`config.mk`:
```
export PLATFORM = sky130hd
export DESIGN_NAME = pmem_guard
export DESIGN_NICKNAME = d
export VERILOG_FILES = /design/src/rtl/pmem_guard_pkg.sv /design/src/rtl/pmem_region_decode.sv /design/src/rtl/pmem_lock_eval.sv /design/src/rtl/pmem_guard.sv
export SDC_FILE = /design/constraint.sdc
export NUM_CORES = 1
export LEC_CHECK = 0
export CAP_MARGIN = 20
export CORE_AREA = 2 2 39 41
export CTS_BUF_LIST = sky130_fd_sc_hd__clkbuf_4 sky130_fd_sc_hd__clkbuf_8 sky130_fd_sc_hd__clkbuf_16
export CTS_CLUSTER_DIAMETER = 60
export CTS_CLUSTER_SIZE = 12
export DETAILED_ROUTE_END_ITERATION = 10
export DIE_AREA = 0 0 41 43
export DONT_BUFFER_PORTS = 1
export GPL_TIMING_DRIVEN = 0
export SYNTH_ARGS = -nofsm -noshare
export SYNTH_HDL_FRONTEND = slang
export SYNTH_SLANG_ARGS = --single-unit
```
`constraint.sdc`:
```
create_clock -name clk -period 1 [get_ports clk]
set_clock_uncertainty 0.2 [all_clocks]
set_input_delay 0.15 -clock clk [delete_from_list [all_inputs] [get_ports clk]]
set_output_delay 0.15 -clock clk [all_outputs]
set_load 0.03 [all_outputs]
```
`src/rtl/pmem_guard_pkg.sv`:
```
package pmem_guard_pkg;
  typedef enum logic [1:0] {
    RGN_APP  = 2'd0,
    RGN_TBL  = 2'd1,
    RGN_BOOT = 2'd2
  } region_e;

  typedef struct packed {
    logic rw;
    logic wr;
  } lock_pair_t;

  localparam int NUM_RGN = 3;
  localparam int LOCK_W  = 2 * NUM_RGN;
endpackage

```
`src/rtl/pmem_region_decode.sv`:
```
module pmem_region_decode
  import pmem_guard_pkg::*;
#(
  parameter int ADDR_W    = 12,
  parameter int TBL_BASE  = 'hC00,
  parameter int BOOT_BASE = 'hE00
) (
  input  logic [ADDR_W-1:0] addr,
  output region_e           region
);
  localparam logic [ADDR_W-1:0] TBL_A  = TBL_BASE[ADDR_W-1:0];
  localparam logic [ADDR_W-1:0] BOOT_A = BOOT_BASE[ADDR_W-1:0];

  always_comb begin
    if (addr >= BOOT_A)      region = RGN_BOOT;
    else if (addr >= TBL_A)  region = RGN_TBL;
    else                     region = RGN_APP;
  end
endmodule

```
`src/rtl/pmem_lock_eval.sv`:
```
module pmem_lock_eval
  import pmem_guard_pkg::*;
(
  input  region_e           tgt_rgn,
  input  region_e           src_rgn,
  input  logic              is_write,
  input  logic [LOCK_W-1:0] lock_bits,
  output logic              allowed
);
  lock_pair_t pair [NUM_RGN];
  lock_pair_t sel;
  logic       lock_deny;
  logic       self_prog_deny;

  for (genvar g = 0; g < NUM_RGN; g++) begin : g_pair
    assign pair[g].wr = lock_bits[2*g];
    assign pair[g].rw = lock_bits[2*g+1];
  end

  always_comb begin
    unique case (tgt_rgn)
      RGN_TBL:  sel = pair[1];
      RGN_BOOT: sel = pair[2];
      default:  sel = pair[0];
    endcase
  end

  always_comb begin
    lock_deny      = is_write ? (sel.wr | sel.rw) : sel.rw;
    self_prog_deny = is_write && (tgt_rgn != RGN_BOOT) && (src_rgn != RGN_BOOT);
    allowed        = !lock_deny && !self_prog_deny;
  end
endmodule

```
`src/rtl/pmem_guard.sv`:
```
module pmem_guard
  import pmem_guard_pkg::*;
#(
  parameter int ADDR_W    = 12,
  parameter int TBL_BASE  = 'hC00,
  parameter int BOOT_BASE = 'hE00
) (
  input  logic              clk,
  input  logic              rst_n,
  input  logic              req_valid,
  input  logic              req_write,
  input  logic [ADDR_W-1:0] req_addr,
  input  logic [ADDR_W-1:0] issuer_addr,
  input  logic [LOCK_W-1:0] lock_bits,
  output logic              grant,
  output logic              err
);
  logic [1:0]        rst_pipe;
  logic              rst_int_n;
  logic [ADDR_W-1:0] dec_addr [2];
  region_e           dec_rgn  [2];
  logic              allowed;
  logic              err_d;
  logic              err_q;
  logic              err_en;

  // reset asserted asynchronously, released on a clock edge
  always_ff @(posedge clk or negedge rst_n) begin
    if (!rst_n) rst_pipe <= 2'b00;
    else        rst_pipe <= {rst_pipe[0], 1'b1};
  end
  assign rst_int_n = rst_pipe[1];

  assign dec_addr[0] = req_addr;
  assign dec_addr[1] = issuer_addr;

  for (genvar i = 0; i < 2; i++) begin : g_dec
    pmem_region_decode #(
      .ADDR_W   (ADDR_W),
      .TBL_BASE (TBL_BASE),
      .BOOT_BASE(BOOT_BASE)
    ) u_dec (
      .addr  (dec_addr[i]),
      .region(dec_rgn[i])
    );
  end

  pmem_lock_eval u_eval (
    .tgt_rgn  (dec_rgn[0]),
    .src_rgn  (dec_rgn[1]),
    .is_write (req_write),
    .lock_bits(lock_bits),
    .allowed  (allowed)
  );

  assign grant  = req_valid && allowed;
  assign err_en = 1'b1;

  always_comb begin
    err_d = req_valid && !allowed;
  end

  always_ff @(posedge clk or negedge rst_int_n) begin
    if (!rst_int_n)  err_q <= 1'b0;
    else if (err_en) err_q <= err_d;
  end

  assign err = err_q;
endmodule

```
# Word-level counts from Yosys, hierarchy flattened

Index checks and enable logic that the tools add are counted.

Logic and storage cells: 25
Bits in registers: 3
Bits in latches: 0
Input bits: 34
ROM bits: 0
Memories: 0
Output and inout port bits: 2
Memory bits (writable): 0

Bitwise operators: 1
Multiply operators: 0
Muxes and demuxes: 6
Reductions and logical operators: 8
Divide/modulo/power cells: 0
Shift-type cells: 0
Add/subtract/negate cells: 0
Equal/unequal tests: 4
Order comparisons: 4

Operators by type and width:

| cell                   | count |
|---|---|
| $ge A12 B12 Y1 const B | 4 |
| $logic_and A1 B1 Y1    | 5 |
| $mux W2                | 2 |
| $ne A2 B2 Y1 const B   | 2 |
| $pmux W2 S2            | 1 |
| $logic_not A1 Y1       | 3 |
| $mux W1                | 3 |
| $eq A2 B1 Y1 const B   | 1 |
| $eq A2 B2 Y1 const B   | 1 |
| $or A1 B1 Y1           | 1 |

# Longest topological paths before layout

Gate-level depths: netlist of run 1.

Depth after elaboration: 11
Depth in mapped cells: 3
Mapped depth without buffers: 3

# Modules after synthesis

Synthesis of run 1 repeated with hierarchy kept, for this count alone.

Cell total of the unflattened synthesis: 23
Area, all modules: 220.2 sq um

By module, submodules not included:

| module             | seq. area each (sq um) | cells each | area an instance (sq um) | times used |
|---|---|---|---|---|
| pmem_guard         | 75.1                   | 6          | 95.1                     | 1 |
| pmem_lock_eval     | 0.0                    | 13         | 92.6                     | 1 |
| pmem_region_decode | 0.0                    | 2          | 16.3                     | 2 |

# Worst setup path before layout of run 1

Ideal clock, no wire load.

Kind: input -> output
From: input port req_write
To: output port grant
Data required time: 0.650 ns
Stages: 3
Slack: -0.469 ns
Data arrival time: 1.119 ns
Cells stage by stage: a211oi_2 a311oi_2 nor4b_2

Cells in the longest elaborated chain, start to end: 5
Elaborated cells on any way between the ends: 7
Classes of those cells: 1 x mux; 6 x reduce/logical

RTL lines:

| item                             | line                 | RTL |
|---|---|---|
| from (decl)                      | pmem_guard.sv:11     | `input logic req_write,` |
| $logic_and A1 B1 Y1 (2 in a row) | pmem_lock_eval.sv:30 | `self_prog_deny = is_write && (tgt_rgn != RGN_BOOT) && (src_rgn != RGN_BOOT);` |
| $logic_not A1 Y1                 | pmem_lock_eval.sv:31 | `allowed = !lock_deny && !self_prog_deny;` |
| $logic_and A1 B1 Y1 (*)          | pmem_lock_eval.sv:31 |  |
| $logic_and A1 B1 Y1 (*)          | pmem_guard.sv:56     | `assign grant = req_valid && allowed;` |
| to (decl)                        | pmem_guard.sv:15     | `output logic grant,` |

Every way passes the cells marked *; elsewhere a longest branch is shown, timed or not.

# Final worst setup path of run 1

Same ends and word-level chain as after synthesis.

==> impl_metrics.yaml, run 1 <==
run_status:
  outcome: "finished with violations"
  violations: "hold timing, setup timing"
worst_setup_path:
  r2r_start: "rst_pipe[1]"
  cp.required_ps: 650
  startpoint: "req_write"
  cp_max_fo: 4
  critPathCaptureType: "output pin"
  path_class: "input pin to output pin"
  arrival_ps: 970
  start_kind: "input pin"
floorplanning:
  fp.coreArea_um2: 1384
  die_w_um: 41
  fp-row-count: 14
  dieArea_um2: 1763
  io_pins: 36
  initial_core_util_pct: 12.21
  dieHeight_um: 43
sta:
  period_share_pct: 132.3
  worstMarginPinSlew_ps: 508.8
  final_hold_viol_count: 2
  fin_crit_ps: 1323
  timing.final.ws_setup_ps: -323.0
  timing.fmax_mhz: 755.9
  slew_headroom_pct: 65.94
  rsz0062_at_grt: "true"
  setup_viol: 2
  hold-worst-slack_ps: -48.41
  slew_viol_final: 0
placement:
  gp_congestion: 0.7078
  dp.cells: 32
  numPortBuffers: 0
  post_dp_cell_area_um2: 197.7
  dp.final_hpwl_um: 340.6
hold_path:
  hold_class: "input pin to asynchronous set/reset pin"
global_routing:
  grtUsageTotal_pct: 6.244
  grt_pass1_vias: 156
  antenna_found_initial: 0
  grt_max_degree: 5
  gr-total-overflow: 0
  grt_pass1_wl_um: 565
power_and_ir_drop:
  ir_drop_uv: 197.0
  intPower_uw: 334.0
  seqPwrFrac_pct: 32.5
  power.share.clock_pct: 55.6
  p_per_area_nw_per_um2: 1610
  p_switching_uw: 95.05
  p_sw_share_pct: 22.16
  p_comb_share_pct: 11.9
  p_leak_uw: 0.0001021
cts:
  insertion_delay_ps: 230
  path_clk_slew_ps: 30
  post_cts_buffers: 0
  cts_buffers: 3
  clockBufferDepth: 2
  root_buffer: "clkbuf_4"
  cts_max_level: 1
  clkSinkCount: 3
  cts_tree: "yes"
  hold_buffers: 3
synthesis:
  syn_avg_cell_area_um2: 10.56
  yosys_warnings: 0
  syn-num-nets: 50
  syn_area_um2: 168.9
  synthCells: 16
  yosysSeqAreaShare_pct: 44.44
  synth_cell_types: 11
  ys_ff_latch: 3
drt:
  viasPerCell: 4.026
  wirelength_um: 423
  dr.pass1.iters: 3
  drtIter0Drc: 2
  final_antenna_net_count: 0
  avgRoutedWirePerCell_um: 10.85
  drc: 0
  dr_total_vias: 157
layout:
  finalNetCount: 58
  area_delta_synth_final_pct: 57.78
  final_cells: 39
  design_area_um2: 266.5
  drive_gt1_share_pct: 39.13
  final_core_util_pct: 19.26
  diodes: 0
run:
  max_cap_violations: 0
[cell type report]
class | instances | area, um^2
Clock buffer | 4 | 30.03
Fill cell | 158 | 1117
Inverter | 1 | 3.754
Multi-Input combinational cell | 12 | 106.4
Sequential cell | 3 | 76.32
Tap cell | 16 | 20.02
Timing Repair Buffer | 3 | 30.03
[cells in the final DEF, fill, tap and decap left out, drive strengths merged]
cell,synthesis,routed
clkbuf,0,4
and3,1,1
dfrtp,3,3
a311oi,1,1
a211oi,1,1
o31a,1,1
nor4b,1,1
a21oi,2,2
conb,1,1
inv,1,1
nand2,2,2
dlygate4sd3,0,3
nand3,2,2
[kinds of logic (layout without fill, tap and decap cells)]
group                  Yosys count  count (layout)  synth area share (%)
other                            1               1                 2.220
DFF                              3               3                 44.44
buffers and inverters            1               8                 2.220
and+or+nand+nor                  6               6                 23.70
AOI/OAI and AO/OA                5               5                 27.40
[critical path, stage by stage]
cell and delay [ps]:
a211oi_4 220, a311oi_2 80, nor4b_4 520
[per-stage QoR]
step	setup TNS, ps	total power, uW	setup WS, ps
global placement	-437.1	179.3	-340.3
floorplan	-328.3	175.6	-282.4
CTS	-393.9	445.0	-336.2
finish	-366.9	429.0	-323.0
detailed placement	-445.0	180.2	-351.0
global route	-454.7	461.2	-385.2
[power by group through the flow]
| stage | Clock [uW] | Sequential, uW | Combinational [uW] |
|---|---|---|---|
| final | 238 | 140 | 50.9 |
| after global routing | 266 | 140 | 55.3 |
| after CTS | 254 | 140 | 51.4 |
| after detailed placement | 0 | 141 | 39.1 |
| after global placement | 0 | 140 | 38.8 |
| after floorplan | 0 | 140 | 35.8 |
[sequential cells by signal, summed over array words and instances, names as in the netlist]
signal,cells
err,1
rst_pipe,2
[path summary, 6_finish.rpt]
kind | cells past startpoint | to | slack (ps)
min | 1 | rst_pipe[1] | -50
max reg2reg | 1 | err | 160
min in group clk | 2 | err | 80
max | 3 | grant | -320
min reg2reg | 0 | rst_pipe[1] | 150
max in group asynchronous | 1 | err | 160
[repair_timing]
| item | in CTS | in global routing |
|---|---|---|
| gates resized for setup | 2 | 0 |
| endpoints found under the hold margin | 4 | 2 |
| setup endpoints to repair | 2 | 2 |
[per-layer routing]
metal  up-vias  global-route usage [%]  share of wire, %
met5         -                       0                 0
met4         0                   14.00               4.5
met3         2                   3.665               9.9
met2        12                   5.313                47
met1        71                   5.519                38
li1         72                       -                 -
[cells in the mapped netlist]
cell type / count / area share (%)
a311oi_2: 1 / 8.9
nand3_1: 2 / 5.9
a211oi_2: 1 / 7.4
and3_2: 1 / 4.4
conb_1: 1 / 2.2
dfrtp_1: 3 / 44
a21oi_1: 2 / 5.9
o31a_1: 1 / 5.2
nor4b_2: 1 / 8.9
nand2_1: 2 / 4.4
inv_1: 1 / 2.2
No activity file was read; power rests on OpenSTA's default activity.
==> run 2, diff against run 1 <==
==> constraint.sdc (replaced) <==
create_clock -name clk -period 1 [get_ports clk]
set_clock_uncertainty 0.2 [all_clocks]
set_input_delay 0.1 -clock clk [delete_from_list [all_inputs] [get_ports clk]]
set_output_delay 0.1 -clock clk [all_outputs]
set_load 0.005 [all_outputs]
==> run 2 against run 1 <==
  * The flow finishes with violations (setup timing)
  * First-iteration DRC count unchanged
  * Sequential power down 6%
  * Clock-buffer cell count unchanged
  * Hold slack better by 55 ps
  * Critical endpoint unchanged
  * Largest cell class unchanged
  * Largest power group unchanged
==> impl_metrics.yaml, run 2 (synthesized netlist as in run 1, its figures left out) <==
worst_setup_path:
  path_class: "input pin to output pin"
  critPathCaptureType: "output pin"
  cp_max_fo: 2
  arrival_ps: 710
  start_kind: "input pin"
  cp.required_ps: 700
power_and_ir_drop:
  p_per_area_nw_per_um2: 1504
  ir_drop_uv: 277.7
  p_leak_uw: 0.0001133
sta:
  setup_viol: 1
  slew_viol_final: 0
  fin_crit_ps: 1012
  period_share_pct: 101.2
  timing.fmax_mhz: 987.7
  timing.final.ws_setup_ps: -12.47
  rsz0062_at_grt: "true"
  hold-worst-slack_ps: 6.390
  final_hold_viol_count: 0
  setup_tns_ps: -12.47
layout:
  diodes: 0
  drive_gt1_share_pct: 36.00
  largest_register_ff_count: 2
  final_cell_mix: "clkbuf_4 (4), dlygate4sd3_1 (4), dfrtp_1 (3)"
  fillerInstances: 160
  area_delta_synth_final_pct: 69.63
  finalNetCount: 60
  design_area_um2: 286.5
  largest-register: "rst_pipe"
drt:
  dr_total_vias: 163
  dr.pass1.iters: 2
  drc: 0
  final_antenna_net_count: 0
  avgRoutedWirePerCell_um: 11.51
  drtIter0Drc: 2
  wirelength_um: 472
  viasPerCell: 3.976
global_routing:
  gr-total-overflow: 0
  grtUsageTotal_pct: 7.430
  grt_pass1_wl_um: 752
  antenna_found_initial: 0
  grt_pass1_vias: 189
  grt_max_degree: 5
cts:
  root_buffer: "clkbuf_4"
  clockBufferDepth: 2
  cts_max_level: 1
  clkSinkCount: 3
  path_clk_slew_ps: 40
  cts_tree: "yes"
  cts_buffers: 3
  insertion_delay_ps: 240
run_status:
  violations: "setup timing"
  outcome: "finished with violations"
placement:
  dp.final_hpwl_um: 355.3
  numPortBuffers: 0
  post_dp_cell_area_um2: 188.9
  gp_congestion: 0.6519
run:
  max_cap_violations: 0
floorplanning:
  fp.coreArea_um2: 1384
  io_pins: 36
  dieArea_um2: 1763
  fp-row-count: 14
  die_w_um: 41
  dieHeight_um: 43
  initial_core_util_pct: 12.21
hold_path:
  hold_class: "input pin to register"
run 2: where the power goes:
group | leakage (uW) | switching [uW] | internal (uW) | total [uW]
Sequential | 0.0000357 | 2.58 | 130 | 132
Clock | 0.0000184 | 67.6 | 177 | 244
Combinational | 0.0000592 | 20.6 | 33.8 | 54.5
Total | 0.000113 | 90.8 | 340 | 431
run 2: per-stage QoR:
step / cells / setup WS [ps] / power, uW / util, %
after floorplan: 16 / 4.129 / 158.6 / -
after global placement: 32 / -38.92 / 162.1 / 13.65
after detailed placement: 32 / -53.79 / 163.2 / 13.65
after CTS: 41 / -5.386 / 444.9 / 20.71
after global routing: 41 / -56.02 / 457.1 / 20.71
final: 41 / -12.47 / 431.0 / 20.71
run 2: final timing paths:
| path | from | endpoint | slack [ps] | cells after the start |
|---|---|---|---|---|
| max in group asynchronous | rst_n | rst_pipe[1] | 50 | 2 |
| worst max register to register | rst_pipe[1] | err | 150 | 1 |
| worst min-delay path | req_write | err | 6 | 2 |
| worst max-delay path | lock_bits[2] | grant | -10 | 3 |
| min in group asynchronous | rst_pipe[1] | err | 340 | 1 |
| worst min register to register | rst_pipe[0] | rst_pipe[1] | 150 | 0 |
run 2: worst max-delay path, cell delays in order:
cell and delay (ps):
a211oi_4 220, a311oi_2 90, nor4b_4 300
run 2: routing by layer:
| layer | track usage, % | wire, um |
|---|---|---|
| met1 | 4.823 | 134 |
| met2 | 9.375 | 236 |
| met3 | 5.759 | 80 |
| met4 | 12.00 | 21 |
| met5 | 0 | 0 |
run 2: cell type report:
class                   count  area (um^2)  share of cell area (%)
multi-input cells          12        110.1                   38.43
flip-flops and latches      3        75.07                   26.20
repair buffers              5        47.55                   16.59
clock buffers               4        30.03                   10.48
well taps                  16        20.02                   6.987
inverters                   1        3.754                   1.310
run 2: repair_timing:
item / in CTS / in global routing
endpoints found under the setup margin: 1 / 1
pin swaps: 3 / 0
gates resized for setup: 3 / 0
buffers inserted: 1 / 0
hold buffers: 4 / 0
hold endpoints to repair: 4 / 0
